==> config.mk <==
export PLATFORM = sky130hd
export DESIGN_NAME = bus_handover_arb
export DESIGN_NICKNAME = d
export VERILOG_FILES = /design/src/rtl/busarb_pkg.sv /design/src/rtl/busarb_req_sync.sv /design/src/rtl/busarb_fsm.sv /design/src/rtl/busarb_outputs.sv /design/src/rtl/bus_handover_arb.sv
export SDC_FILE = /design/constraint.sdc
export NUM_CORES = 1
export LEC_CHECK = 0
export ABC_AREA = 1
export CORE_AREA = 2 2 39 41
export CTS_CLUSTER_SIZE = 28
export DETAILED_ROUTE_END_ITERATION = 12
export DIE_AREA = 0 0 41 43
export DONT_BUFFER_PORTS = 1
export GPL_TIMING_DRIVEN = 1
export SKIP_CTS_REPAIR_TIMING = 1
export SYNTH_ARGS = -nofsm -noshare
export SYNTH_HDL_FRONTEND = slang
export SYNTH_SLANG_ARGS = --single-unit
==> constraint.sdc <==
create_clock -name clk -period 1.2 [get_ports clk]
set_input_delay 0.24 -clock clk [delete_from_list [all_inputs] [get_ports clk]]
set_output_delay 0.24 -clock clk [all_outputs]
set_load 0.01 [all_outputs]
==> src/rtl/busarb_pkg.sv <==
package busarb_pkg;
   typedef enum logic [1:0] {
      ST_OWN        = 2'd0,
      ST_WAIT_DONE  = 2'd1,
      ST_GRANT_RUN  = 2'd2,
      ST_GRANT_HALT = 2'd3
   } arb_state_t;

   function automatic logic is_granted(arb_state_t s);
      return (s == ST_GRANT_RUN) || (s == ST_GRANT_HALT);
   endfunction
endpackage

==> src/rtl/busarb_req_sync.sv <==
module busarb_req_sync #(
   parameter int STAGES = 2
) (
   input  logic clk,
   input  logic rst_n,
   input  logic din,
   output logic dout
);
   logic [STAGES-1:0] chain_q;

   generate
      if (STAGES < 2) begin : g_bad_depth
         $error("busarb_req_sync: STAGES must be at least 2");
      end
   endgenerate

   always_ff @(posedge clk) begin
      if (!rst_n) chain_q <= '0;
      else        chain_q <= {chain_q[STAGES-2:0], din};
   end

   assign dout = chain_q[STAGES-1];

   AST_SYNC_FIRST: assert property (@(posedge clk) disable iff (!rst_n)
      $past(rst_n) |-> (chain_q[0] == $past(din)));
endmodule

==> src/rtl/busarb_fsm.sv <==
module busarb_fsm
   import busarb_pkg::*;
(
   input  logic       clk,
   input  logic       rst_n,
   input  logic       req_sync,
   input  logic       run_on_en,
   input  logic       need,
   input  logic       busy,
   output arb_state_t state_q,
   output logic       hang_q,
   output logic       resume_q
);
   arb_state_t state_d;
   logic       hang_d;

   function automatic arb_state_t grant_target(logic run_on);
      return run_on ? ST_GRANT_RUN : ST_GRANT_HALT;
   endfunction

   always_comb begin
      state_d = state_q;
      hang_d  = hang_q;
      unique case (state_q)
         ST_OWN: begin
            if (req_sync) state_d = busy ? ST_WAIT_DONE : grant_target(run_on_en);
         end
         ST_WAIT_DONE: begin
            if (!req_sync)  state_d = ST_OWN;
            else if (!busy) state_d = grant_target(run_on_en);
         end
         ST_GRANT_RUN: begin
            if (!req_sync) state_d = ST_OWN;
            else if (need || !run_on_en) begin
               state_d = ST_GRANT_HALT;
               hang_d  = need;
            end
         end
         ST_GRANT_HALT: begin
            if (!req_sync) begin
               state_d = ST_OWN;
               hang_d  = 1'b0;
            end
         end
         default: state_d = ST_OWN;
      endcase
   end

   always_ff @(posedge clk) begin
      if (!rst_n) begin
         state_q  <= ST_OWN;
         hang_q   <= 1'b0;
         resume_q <= 1'b0;
      end else begin
         state_q  <= state_d;
         hang_q   <= hang_d;
         resume_q <= (state_q == ST_GRANT_HALT) && (state_d == ST_OWN);
      end
   end

   AST_GRANT_AFTER_IDLE: assert property (@(posedge clk) disable iff (!rst_n)
      (is_granted(state_q) && !is_granted($past(state_q))) |-> !$past(busy));
   AST_HANG_ONLY_HALT: assert property (@(posedge clk) disable iff (!rst_n)
      hang_q |-> (state_q == ST_GRANT_HALT));
   AST_RESUME_SINGLE: assert property (@(posedge clk) disable iff (!rst_n)
      resume_q |=> !resume_q);
   AST_WAIT_NO_SKIP: assert property (@(posedge clk) disable iff (!rst_n)
      ($past(state_q) == ST_WAIT_DONE && !$past(req_sync)) |-> (state_q == ST_OWN));
endmodule

==> src/rtl/busarb_outputs.sv <==
module busarb_outputs
   import busarb_pkg::*;
#(
   parameter int NUM_OE = 4
) (
   input  logic              clk,
   input  logic              rst_n,
   input  arb_state_t        state_q,
   input  logic              hang_q,
   input  logic              resume_q,
   output logic              grant,
   output logic              hang,
   output logic              stall,
   output logic [NUM_OE-1:0] drv_en
);
   generate
      if (NUM_OE < 1) begin : g_bad_oe
         $error("busarb_outputs: NUM_OE must be at least 1");
      end
   endgenerate

   assign grant = is_granted(state_q);
   assign hang  = hang_q;
   assign stall = (state_q == ST_GRANT_HALT) || resume_q;

   genvar gi;
   generate
      for (gi = 0; gi < NUM_OE; gi++) begin : g_oe
         assign drv_en[gi] = !is_granted(state_q);
      end
   endgenerate

   AST_GRANT_DRV_OFF: assert property (@(posedge clk) disable iff (!rst_n)
      grant |-> (drv_en == '0));
   AST_OWN_DRV_ON: assert property (@(posedge clk) disable iff (!rst_n)
      !grant |-> (&drv_en));
endmodule

==> src/rtl/bus_handover_arb.sv <==
module bus_handover_arb
   import busarb_pkg::*;
#(
   parameter int SYNC_STAGES = 2,
   parameter int NUM_OE      = 4
) (
   input  logic              clk,
   input  logic              rst_n,
   input  logic              bus_req_async,
   input  logic              run_on_en,
   input  logic              ext_access_need,
   input  logic              ext_access_busy,
   output logic              bus_grant,
   output logic              bus_hang,
   output logic [NUM_OE-1:0] drv_en,
   output logic              core_stall
);
   logic       req_sync;
   arb_state_t state_q;
   logic       hang_q;
   logic       resume_q;

   busarb_req_sync #(.STAGES(SYNC_STAGES)) u_sync (
      .clk (clk), .rst_n (rst_n), .din (bus_req_async), .dout (req_sync)
   );

   busarb_fsm u_fsm (
      .clk (clk), .rst_n (rst_n), .req_sync (req_sync), .run_on_en (run_on_en),
      .need (ext_access_need), .busy (ext_access_busy),
      .state_q (state_q), .hang_q (hang_q), .resume_q (resume_q)
   );

   busarb_outputs #(.NUM_OE(NUM_OE)) u_out (
      .clk (clk), .rst_n (rst_n), .state_q (state_q), .hang_q (hang_q),
      .resume_q (resume_q), .grant (bus_grant), .hang (bus_hang),
      .stall (core_stall), .drv_en (drv_en)
   );

   AST_HANG_IMPLIES_HOLD: assert property (@(posedge clk) disable iff (!rst_n)
      bus_hang |-> (bus_grant && core_stall));
   AST_RUN_NO_HANG: assert property (@(posedge clk) disable iff (!rst_n)
      (bus_grant && !core_stall) |-> !bus_hang);
   AST_STALL_TAIL: assert property (@(posedge clk) disable iff (!rst_n)
      ($fell(bus_grant) && $past(core_stall)) |-> core_stall);
endmodule

==> impl_results.md <==
* Status: complete, no violations
* Hold path start: rst_n
* CTS buffer count at 3
* Area Overhead vs Synth at 11.9%
* Final setup fails at 0
* Critical path peak fanout at 5
* Routed len/inst at between 9 and 10 µm
* Die Ht at between 40 and 50 µm
* Post-synthesis sequential area ratio at 43.8%
* Yosys top cell by area: dfxtp_1
* Post-synth net total at 45
* Relative slew slack at 86.4%
* Fin area at 307 µm²
* Routed Antenna Nets at 0
* Area after DPL at 283 µm²
* FF+latch count, synth at 6
* Reg-to-reg setup timing slack at between 300 and 400 ps
* Vias in the first global route at about 220
* First-pass GRT wire length at a little under 800 µm
* Post-synth top area share at 43.8%
* Clock Pin Slew Worst Setup and Hold Paths at about 50 ps
* Routed wire length at just over 500 µm
* Worst Skew at 2.37 ps
* Dpl hpwl at a little over 400 µm
* RSZ-0062 raised after global routing: false
* Top cells by area, synth: dfxtp_1, nand2_1, inv_1
* Startpoint types: register
* Nets at 48
* Clock buffer depth at 2
* Mapped Cells at 39
* Placed insts at 53
* CP arrival at 870 ps
* Hold Fails Final Rpt at 0
* Warnings from Yosys at 0
* Asr flop ratio synth at 0%
* Hold path cells at 2
* RR Endpoint: u_fsm.hang_q
* Worst-case reg-to-reg path depth at 7
* WS Path Type: register to output pin
* Layout cells sized above 1 at between 10% and 20%
* Most frequent cell after synthesis: nand2_1
* Via density at between 3 and 4
* Remaining DRCs at 0
* Pre-CTS setup slack at 295 ps
* Mapped Avg Cell Area at 7.03 µm²
* Grt peak-use layer: met2
* Post-route insts no fill at 56
* Leakage at 0.147 nW
* GR Util met3 at 6.28%
* Cell area after synthesis at ~270 µm²
* TritonCTS clock tree: yes
* Worst r2r src: u_sync.chain_q[1]
* H-Tree Level Count at 1
* Post-synth EDFFs at 0
* Root Driver: clkbuf_4
* Synth cell types at 13
* Synth top cells by count: nand2_1, inv_1, dfxtp_1, buf_4, nor2_1
* Setup TNS at 0 ps
* # diodes at 0
* Most used DFF post-synth: dfxtp_1
* Starting DRC count in detailed routing at 3
* FP Rows at 14
* Met1 usage at about 6.4%
* CP required at ~960 ps
* Initial Utilization at 19.8%
* CTS sink count at 6
* Worst Setup Slack, final at between 90 and 100 ps
* IO Port Bufs at 0
* Total gr overflow at 0
* # IOs at 13
* Max Cap Viol at 0
* Die X at slightly above 40 µm
* Met2 usage at 9.38%
* Gr usage total at 7.43%
* Drt pass-1 iters at 2
* DR vias at 220
* Pwr dens at 1350 mW/mm²
* Max-slew violations at 0
* Placeable Area at between 0.001 and 0.0015 mm²
* Skew-Pair Late Insertion Delay at ~240 ps
* Die area at 0.00176 mm²
* Crit. End Element: output pin
* Antenna violations before repair at 0
* Placer congestion estimate at ~0.6
* Largest net degree at the start of global routing at 6
* Hold path endpoint: u_sync.chain_q[0]
* Fmax achieved at 0.903 GHz
* Fin crit share at between 90% and 100%
* Minimum clock period at around 1100 ps
* Worst vdd ir at about 0.00041 V
* Worst slew pin tran at ~200 ps
* Min-Delay Path Class: primary input to register
metrics by stage:
| step | total power, mW | utilization [%] | hold slack (ps) |
|---|---|---|---|
| floorplan | 0.230 | - | 333 |
| global placement | 0.232 | 20.4 | 335 |
| detailed placement | 0.233 | 20.4 | 339 |
| CTS | 0.426 | 22.1 | 81.4 |
| global route | 0.441 | 22.2 | 84.4 |
| finish | 0.413 | 22.2 | 91.6 |
area by class of cell:
| class | count | area, µm² |
|---|---|---|
| clock buffers | 3 | 22.5 |
| fillers | 166 | 1080 |
| inverters | 9 | 33.8 |
| multi-input cells | 20 | 93.8 |
| flip-flops and latches | 6 | 121 |
| well taps | 16 | 20.0 |
| repair buffers | 2 | 15.0 |
worst max-delay path: stages, from the launching register on:
cell	delay (ps)
dfxtp_2	330
inv_1	100
buf_4	190
power by group:
group / switching (mW) / leakage (nW) / internal (mW)
Clock: 0.0709 / 0.0138 / 0.113
Combinational: 0.0121 / 0.0840 / 0.00841
Sequential: 0.00365 / 0.0494 / 0.205
flip-flops by register name (all words and copies together), names as in the netlist:
register	flops
u_fsm.state_q	2
u_sync.chain_q	2
u_fsm.hang_q	1
u_fsm.resume_q	1
cell families (layout without fill, tap and decap cells):
kind of cell	after synthesis	count (layout)	synth area share, %
and+or+nand+nor	18	18	28.8
buffers and inverters	13	14	21.9
DFF	6	6	43.8
AOI/OAI and AO/OA	2	2	5.48
layout by cell type (no fill, tap or decap):
| cell | instances |
|---|---|
| buf_4 | 2 |
| inv_1 | 9 |
| nand4_1 | 1 |
| dfxtp_2 | 1 |
| dfxtp_1 | 5 |
| nand2_2 | 1 |
| nand3_1 | 1 |
| clkbuf_4 | 3 |
| nand3b_1 | 1 |
| a211oi_1 | 1 |
| o211ai_1 | 1 |
| nor3_1 | 1 |
| nand2_1 | 10 |
| nor2_1 | 3 |
metal layers:
metal / vias to the layer above / share of wire [%]
met3: 0 / 8.7
met4: 0 / 0
met2: 5 / 57
met1: 100 / 34
li1: 115 / -
met5: - / 0
how the worst max path moves through the flow:
stage                     startpoint          endpoint  slack (ps)
global route        u_fsm.state_q[1]         drv_en[0]          30
detailed placement  u_fsm.state_q[1]         drv_en[2]         300
finish              u_fsm.state_q[1]         drv_en[0]          90
floorplan           u_fsm.state_q[1]         drv_en[1]         310
global placement    u_fsm.state_q[0]  u_fsm.state_q[0]         320
CTS                 u_fsm.state_q[1]         drv_en[2]          30
Note: power is estimated with default switching activity, not from simulation.
